## src/rtl/pwm_pkg.sv

```systemverilog
package pwm_pkg;
  typedef struct packed {
    logic load;
    logic atTop;
    logic atBottom;
  } ctrlStrobes_t;
endpackage

```

## src/rtl/pwm_carrier_ctrl.sv

```systemverilog
module pwm_carrier_ctrl
  import pwm_pkg::*;
#(
  parameter int CNT_W = 16
) (
  input  logic             clk,
  input  logic             rstN,
  input  logic [CNT_W-1:0] halfPeriod,
  input  logic             asymMode,
  output ctrlStrobes_t     strobes,
  output logic [CNT_W-1:0] count
);
  localparam logic [CNT_W-1:0] ONE = CNT_W'(1);

  logic [CNT_W-1:0] countQ;
  logic             upQ;
  logic             atTop;
  logic             atBottom;

  assign atTop    = upQ && (countQ >= halfPeriod);
  assign atBottom = !upQ && (countQ == '0);

  always_comb begin
    strobes.atTop    = atTop;
    strobes.atBottom = atBottom;
    strobes.load     = atTop || (asymMode && atBottom);
  end

  always_ff @(posedge clk or negedge rstN) begin
    if (!rstN) begin
      countQ <= '0;
      upQ    <= 1'b1;
    end else if (atTop) begin
      countQ <= halfPeriod - ONE;
      upQ    <= 1'b0;
    end else if (atBottom) begin
      countQ <= ONE;
      upQ    <= 1'b1;
    end else if (upQ) begin
      countQ <= countQ + ONE;
    end else begin
      countQ <= countQ - ONE;
    end
  end

  assign count = countQ;

  // carrier moves by exactly one step per clock while inside range
  assert_unit_step_R1: assert property (@(posedge clk) disable iff (!rstN)
    (countQ <= halfPeriod && halfPeriod >= CNT_W'(2)) ##1 $stable(halfPeriod) |->
      (countQ == $past(countQ) + ONE) || (countQ == $past(countQ) - ONE));
endmodule

```

## src/rtl/pwm_compare_path.sv

```systemverilog
module pwm_compare_path
  import pwm_pkg::*;
#(
  parameter int CNT_W = 16
) (
  input  logic             clk,
  input  logic             rstN,
  input  ctrlStrobes_t     strobes,
  input  logic [CNT_W-1:0] count,
  input  logic [CNT_W-1:0] halfPeriod,
  input  logic [CNT_W-1:0] refIn,
  input  logic             refWrite,
  output logic             pwmRaw,
  output logic             sampleTrig
);
  logic [CNT_W-1:0] shadowQ;
  logic [CNT_W-1:0] cmpQ;
  logic             trigQ;
  logic             forceHigh;
  logic             forceLow;

  always_ff @(posedge clk or negedge rstN) begin
    if (!rstN) begin
      shadowQ <= '0;
    end else if (refWrite) begin
      shadowQ <= refIn;
    end
  end

  always_ff @(posedge clk or negedge rstN) begin
    if (!rstN) begin
      cmpQ  <= '0;
      trigQ <= 1'b0;
    end else begin
      trigQ <= strobes.load;
      if (strobes.load) cmpQ <= shadowQ;
    end
  end

  assign forceHigh  = (cmpQ >= halfPeriod);
  assign forceLow   = (cmpQ == '0);
  assign pwmRaw     = !forceLow && (forceHigh || (cmpQ > count));
  assign sampleTrig = trigQ;

  // compare level frozen except at a load strobe
  assert_cmp_frozen_R5: assert property (@(posedge clk) disable iff (!rstN)
    !strobes.load |=> $stable(cmpQ));

  // trigger never lasts two cycles with a legal, steady peak value
  assert_trig_single_R3: assert property (@(posedge clk) disable iff (!rstN)
    (trigQ && halfPeriod >= CNT_W'(2) && $stable(halfPeriod)) |=> !trigQ);

  // a trigger only follows a peak strobe
  assert_trig_at_peak_R4: assert property (@(posedge clk) disable iff (!rstN)
    !(strobes.atTop || strobes.atBottom) |=> !trigQ);
endmodule

```

## src/rtl/pwm_deadtime.sv

```systemverilog
module pwm_deadtime #(
  parameter int DEAD_W        = 8,
  parameter bit COMPLEMENTARY = 1'b1
) (
  input  logic              clk,
  input  logic              rstN,
  input  logic              pwmRaw,
  input  logic [DEAD_W-1:0] deadCycles,
  output logic              gateHi,
  output logic              gateLo
);
  generate
    if (COMPLEMENTARY) begin : g_pair
      logic              prevQ;
      logic [DEAD_W-1:0] gapQ;
      logic              hiQ;
      logic              loQ;

      always_ff @(posedge clk or negedge rstN) begin
        if (!rstN) begin
          prevQ <= 1'b0;
          gapQ  <= '0;
          hiQ   <= 1'b0;
          loQ   <= 1'b0;
        end else if (pwmRaw != prevQ) begin
          prevQ <= pwmRaw;
          if (deadCycles == '0) begin
            hiQ  <= pwmRaw;
            loQ  <= !pwmRaw;
            gapQ <= '0;
          end else begin
            hiQ  <= 1'b0;
            loQ  <= 1'b0;
            gapQ <= deadCycles;
          end
        end else if (gapQ != '0) begin
          gapQ <= gapQ - DEAD_W'(1);
          if (gapQ == DEAD_W'(1)) begin
            hiQ <= prevQ;
            loQ <= !prevQ;
          end
        end else begin
          hiQ <= prevQ;
          loQ <= !prevQ;
        end
      end

      assign gateHi = hiQ;
      assign gateLo = loQ;

      // with a gap set, no direct handoff from one switch to the other
      assert_gap_hi_R7: assert property (@(posedge clk) disable iff (!rstN)
        (deadCycles != '0 && $stable(deadCycles) && $rose(hiQ)) |-> !$past(loQ));
      assert_gap_lo_R7: assert property (@(posedge clk) disable iff (!rstN)
        (deadCycles != '0 && $stable(deadCycles) && $rose(loQ)) |-> !$past(hiQ));
    end else begin : g_single
      logic hiQ;
      logic unusedDead;
      assign unusedDead = ^deadCycles;
      always_ff @(posedge clk or negedge rstN) begin
        if (!rstN) hiQ <= 1'b0;
        else       hiQ <= pwmRaw;
      end
      assign gateHi = hiQ;
      assign gateLo = 1'b0;
    end
  endgenerate
endmodule

```

## src/rtl/regsampled_pwm.sv

```systemverilog
module regsampled_pwm
  import pwm_pkg::*;
#(
  parameter int CNT_W         = 16,
  parameter int DEAD_W        = 8,
  parameter bit COMPLEMENTARY = 1'b1
) (
  input  logic              clk,
  input  logic              rstN,
  input  logic [CNT_W-1:0]  halfPeriod,
  input  logic              asymMode,
  input  logic [CNT_W-1:0]  refIn,
  input  logic              refWrite,
  input  logic [DEAD_W-1:0] deadCycles,
  output logic [CNT_W-1:0]  carrier,
  output logic              sampleTrig,
  output logic              gateHi,
  output logic              gateLo
);
  ctrlStrobes_t strobes;
  logic         pwmRaw;

  pwm_carrier_ctrl #(.CNT_W(CNT_W)) u_ctrl (
    .clk        (clk),
    .rstN       (rstN),
    .halfPeriod (halfPeriod),
    .asymMode   (asymMode),
    .strobes    (strobes),
    .count      (carrier)
  );

  pwm_compare_path #(.CNT_W(CNT_W)) u_path (
    .clk        (clk),
    .rstN       (rstN),
    .strobes    (strobes),
    .count      (carrier),
    .halfPeriod (halfPeriod),
    .refIn      (refIn),
    .refWrite   (refWrite),
    .pwmRaw     (pwmRaw),
    .sampleTrig (sampleTrig)
  );

  pwm_deadtime #(.DEAD_W(DEAD_W), .COMPLEMENTARY(COMPLEMENTARY)) u_gap (
    .clk        (clk),
    .rstN       (rstN),
    .pwmRaw     (pwmRaw),
    .deadCycles (deadCycles),
    .gateHi     (gateHi),
    .gateLo     (gateLo)
  );
endmodule

```

## config.mk

```make
export PLATFORM = sky130hd
export DESIGN_NAME = regsampled_pwm
export DESIGN_NICKNAME = d
export VERILOG_FILES = /design/src/rtl/pwm_pkg.sv /design/src/rtl/pwm_carrier_ctrl.sv /design/src/rtl/pwm_compare_path.sv /design/src/rtl/pwm_deadtime.sv /design/src/rtl/regsampled_pwm.sv
export SDC_FILE = /design/constraint.sdc
export NUM_CORES = 1
export LEC_CHECK = 0
export CORE_AREA = 2 2 101 103
export CTS_CLUSTER_DIAMETER = 200
export DETAILED_ROUTE_END_ITERATION = 12
export DIE_AREA = 0 0 103 105
export PLACE_DENSITY_LB_ADDON = 0.08
export REMOVE_ABC_BUFFERS = 1
export SYNTH_ARGS = -nofsm -noshare
export SYNTH_HDL_FRONTEND = slang
export SYNTH_HIERARCHICAL = 1
export SYNTH_SLANG_ARGS = --single-unit
```

## constraint.sdc

```tcl
create_clock -name clk -period 4 [get_ports clk]
set_input_delay 0.4 -clock clk [delete_from_list [all_inputs] [get_ports clk]]
set_output_delay 0.4 -clock clk [all_outputs]
set_load 0.02 [all_outputs]
```

==> results.yml <==
status:
  status: "complete, no violations"
hold_path:
  hp-class: "primary input to async pin"
power_and_ir_drop:
  finalPower_w: 0.00468
  switching_share_pct: 45.6
  power_frac_clock_pct: 11.6
  p_switching_w: 0.00213
  combPwrFrac_pct: 61.7
  powerDensity_nw_per_um2: 816
  power.leakage_nw: 2.70
  p_seq_share_pct: 26.7
  peakVddDrop_mv: 0.301
  p_int_w: 0.00255
clock_tree:
  h-tree-depth: 3
  cts_made_buffers: 9
  postCtsSetupRepairBufs: 0
  clockRootBuffer: "clkbuf_8"
  clk_path_buf_depth: 2
  cts_tree: "built"
  clk_pin_slew_ns: 0.07
  cts_sinks: 61
  clock_latency_ns: 0.33
  hold_buffers: 0
  cts_resized: 0
global_route:
  grt_pass1_wl_mm: 18.8
  grt_start_max_net_pins: 42
  overflow: 0
  grt_pass1_vias: 3909
  gr-usage-all-layers_pct: 22.2
  antenna_found_initial: 0
logic_synthesis:
  syn_avg_cell_area_um2: 9.53
  syn_inst: 502
  synthesis.area_um2: 4780
  yosys_warnings: 6
final_layout:
  final_cells: 706
  nFillCells: 906
  area_growth_pct: 20.1
  drive_above_1_share_pct: 11.3
  layout.nets: 679
  layout.core_utilization_pct: 59.6
  antennaDiodeCount: 0
floorplan:
  die_area_um2: 10800
  initial_core_util_pct: 49.6
  die_h_um: 105
  fp-row-count: 36
  io_pins: 63
  die_x_um: 103
  coreArea_um2: 9640
placement:
  place_hpwl_mm: 8.94
  port_buffers: 62
  dp_cells: 690
  gp_congestion: 0.913
  dp_slack_ns: 0.524
job:
  maxCapViolCount: 0
detailed_routing:
  dr.pass1.iters: 4
  ant_nets: 0
  routed_wl_mm: 11.3
  wl_per_cell_um: 16.0
  drc: 0
  vias: 3898
  initialDrtViolationCount: 105
  via_per_inst: 5.52
critical_path:
  worstPathArrival_ns: 3.37
  cp-end-kind: "register"
  cp_slowest_cell: "clkdlybuf4s50_1"
  critical_path_peak_fanout: 16
  r2r.worst_path.cells: 11
  critPathKind: "primary input to register"
  crit_family: "compound AO/OA/AOI/OAI gates"
  critical_path_required_ns: 4.21
  crit_path_cell_trace: "clkdlybuf4s50_1 -> inv_1 -> ha_1 -> nand4_1 -> nor4_1 -> o311ai_2 -> a31oi_1 -> xor2_1 -> buf_4 -> nor2_1 -> a221o_1"
  crit_buf_inv: 3
  cp-start-kind: "primary input"
  crit_cells: 11
  crit_path_max_incr_delay_ns: 0.61
sta:
  fmax_mhz: 316
  setup_viol: 0
  period_share_pct: 79.0
  fin_ws_ns: 0.839
  finalMaxSlewViolations: 0
  relSlewSlack_pct: 49.1
  worst_pin_slew_ns: 0.758
  tns_ns: 0
  rsz0062_at_grt: "no"
  finClkSkew_ns: 0.00618
  final_hold_viol_count: 0
  fin_crit_ns: 3.16
[flip-flops by register name (all words and copies together) (netlist names)]
register / cells
u_ctrl/count: 16
u_path/cmpQ: 16
u_path/shadowQ: 16
u_gap/g_pair.gapQ: 8
u_ctrl/upQ: 1
u_gap/g_pair.prevQ: 1
u_gap/gateHi: 1
u_gap/gateLo: 1
u_path/sampleTrig: 1
[final cells by class]
type,count,area [um2],area share (%)
well taps,133,166,2.90
multi-input cells,374,3000,52.2
flip-flops and latches,61,1530,26.6
clock inverters,4,47.5,0.828
repair buffers,66,646,11.2
clock buffers,12,145,2.53
inverters,56,210,3.66
[metal layers]
layer	share of wire, %	GRT usage (%)
met2	49	36.3
met4	1.6	7.80
met5	0	0
met3	3.5	2.74
met1	46	29.8
[final timing paths]
| path | from | end | slack [ns] |
|---|---|---|---|
| worst max-delay path | halfPeriod[5] | u_gap/g_pair.gapQ[1]$_DFFE_PN0P_ | 0.84 |
| worst min-delay path | rstN | u_path/cmpQ[1]$_DFFE_PN0P_ | 0.04 |
| worst max register to register | u_ctrl/count[14]$_DFF_PN0_ | u_gap/g_pair.gapQ[1]$_DFFE_PN0P_ | 0.88 |
| worst min register to register | u_path/shadowQ[0]$_DFFE_PN0P_ | u_path/cmpQ[0]$_DFFE_PN0P_ | 0.48 |
| max in group asynchronous | rstN | u_path/cmpQ[0]$_DFFE_PN0P_ | 3.07 |
| min in group clk | u_path/shadowQ[0]$_DFFE_PN0P_ | u_path/cmpQ[0]$_DFFE_PN0P_ | 0.48 |
[metrics by stage]
step	hold WS, ns	area (um2)
detailed placement	0.408	5550
global route	0.0647	5740
floorplan	0.104	4730
global placement	0.397	5550
finish	0.0357	5740
CTS	0.0413	5740
[cell usage in the layout, fill, tap and decap left out, types with 4 or more instances in the layout]
cell	count
a211oi_1	5
o31ai_1	5
inv_1	56
nor4_1	15
nor3_1	9
o21ai_0	13
mux2i_1	17
o211ai_1	10
buf_4	4
a21o_1	9
nand2_1	34
mux2_2	33
clkbuf_8	10
xnor2_1	26
nand2b_1	7
ha_1	66
dfrtp_1	60
clkdlybuf4s50_1	61
nand4_1	7
nor2b_1	4
nand3_1	10
a21oi_1	28
nor2_1	30
[power by group through the flow]
stage          Clock (W)  Sequential, W  Combinational (W)
3_5_place_dp           0        0.00126            0.00286
6_report        0.000543        0.00125            0.00289
4_1_cts         0.000563        0.00125            0.00288
2_1_floorplan          0        0.00122            0.00204
5_1_grt         0.000587        0.00129            0.00324
3_3_place_gp           0        0.00126            0.00278
No activity file was read; power rests on OpenSTA's default activity.
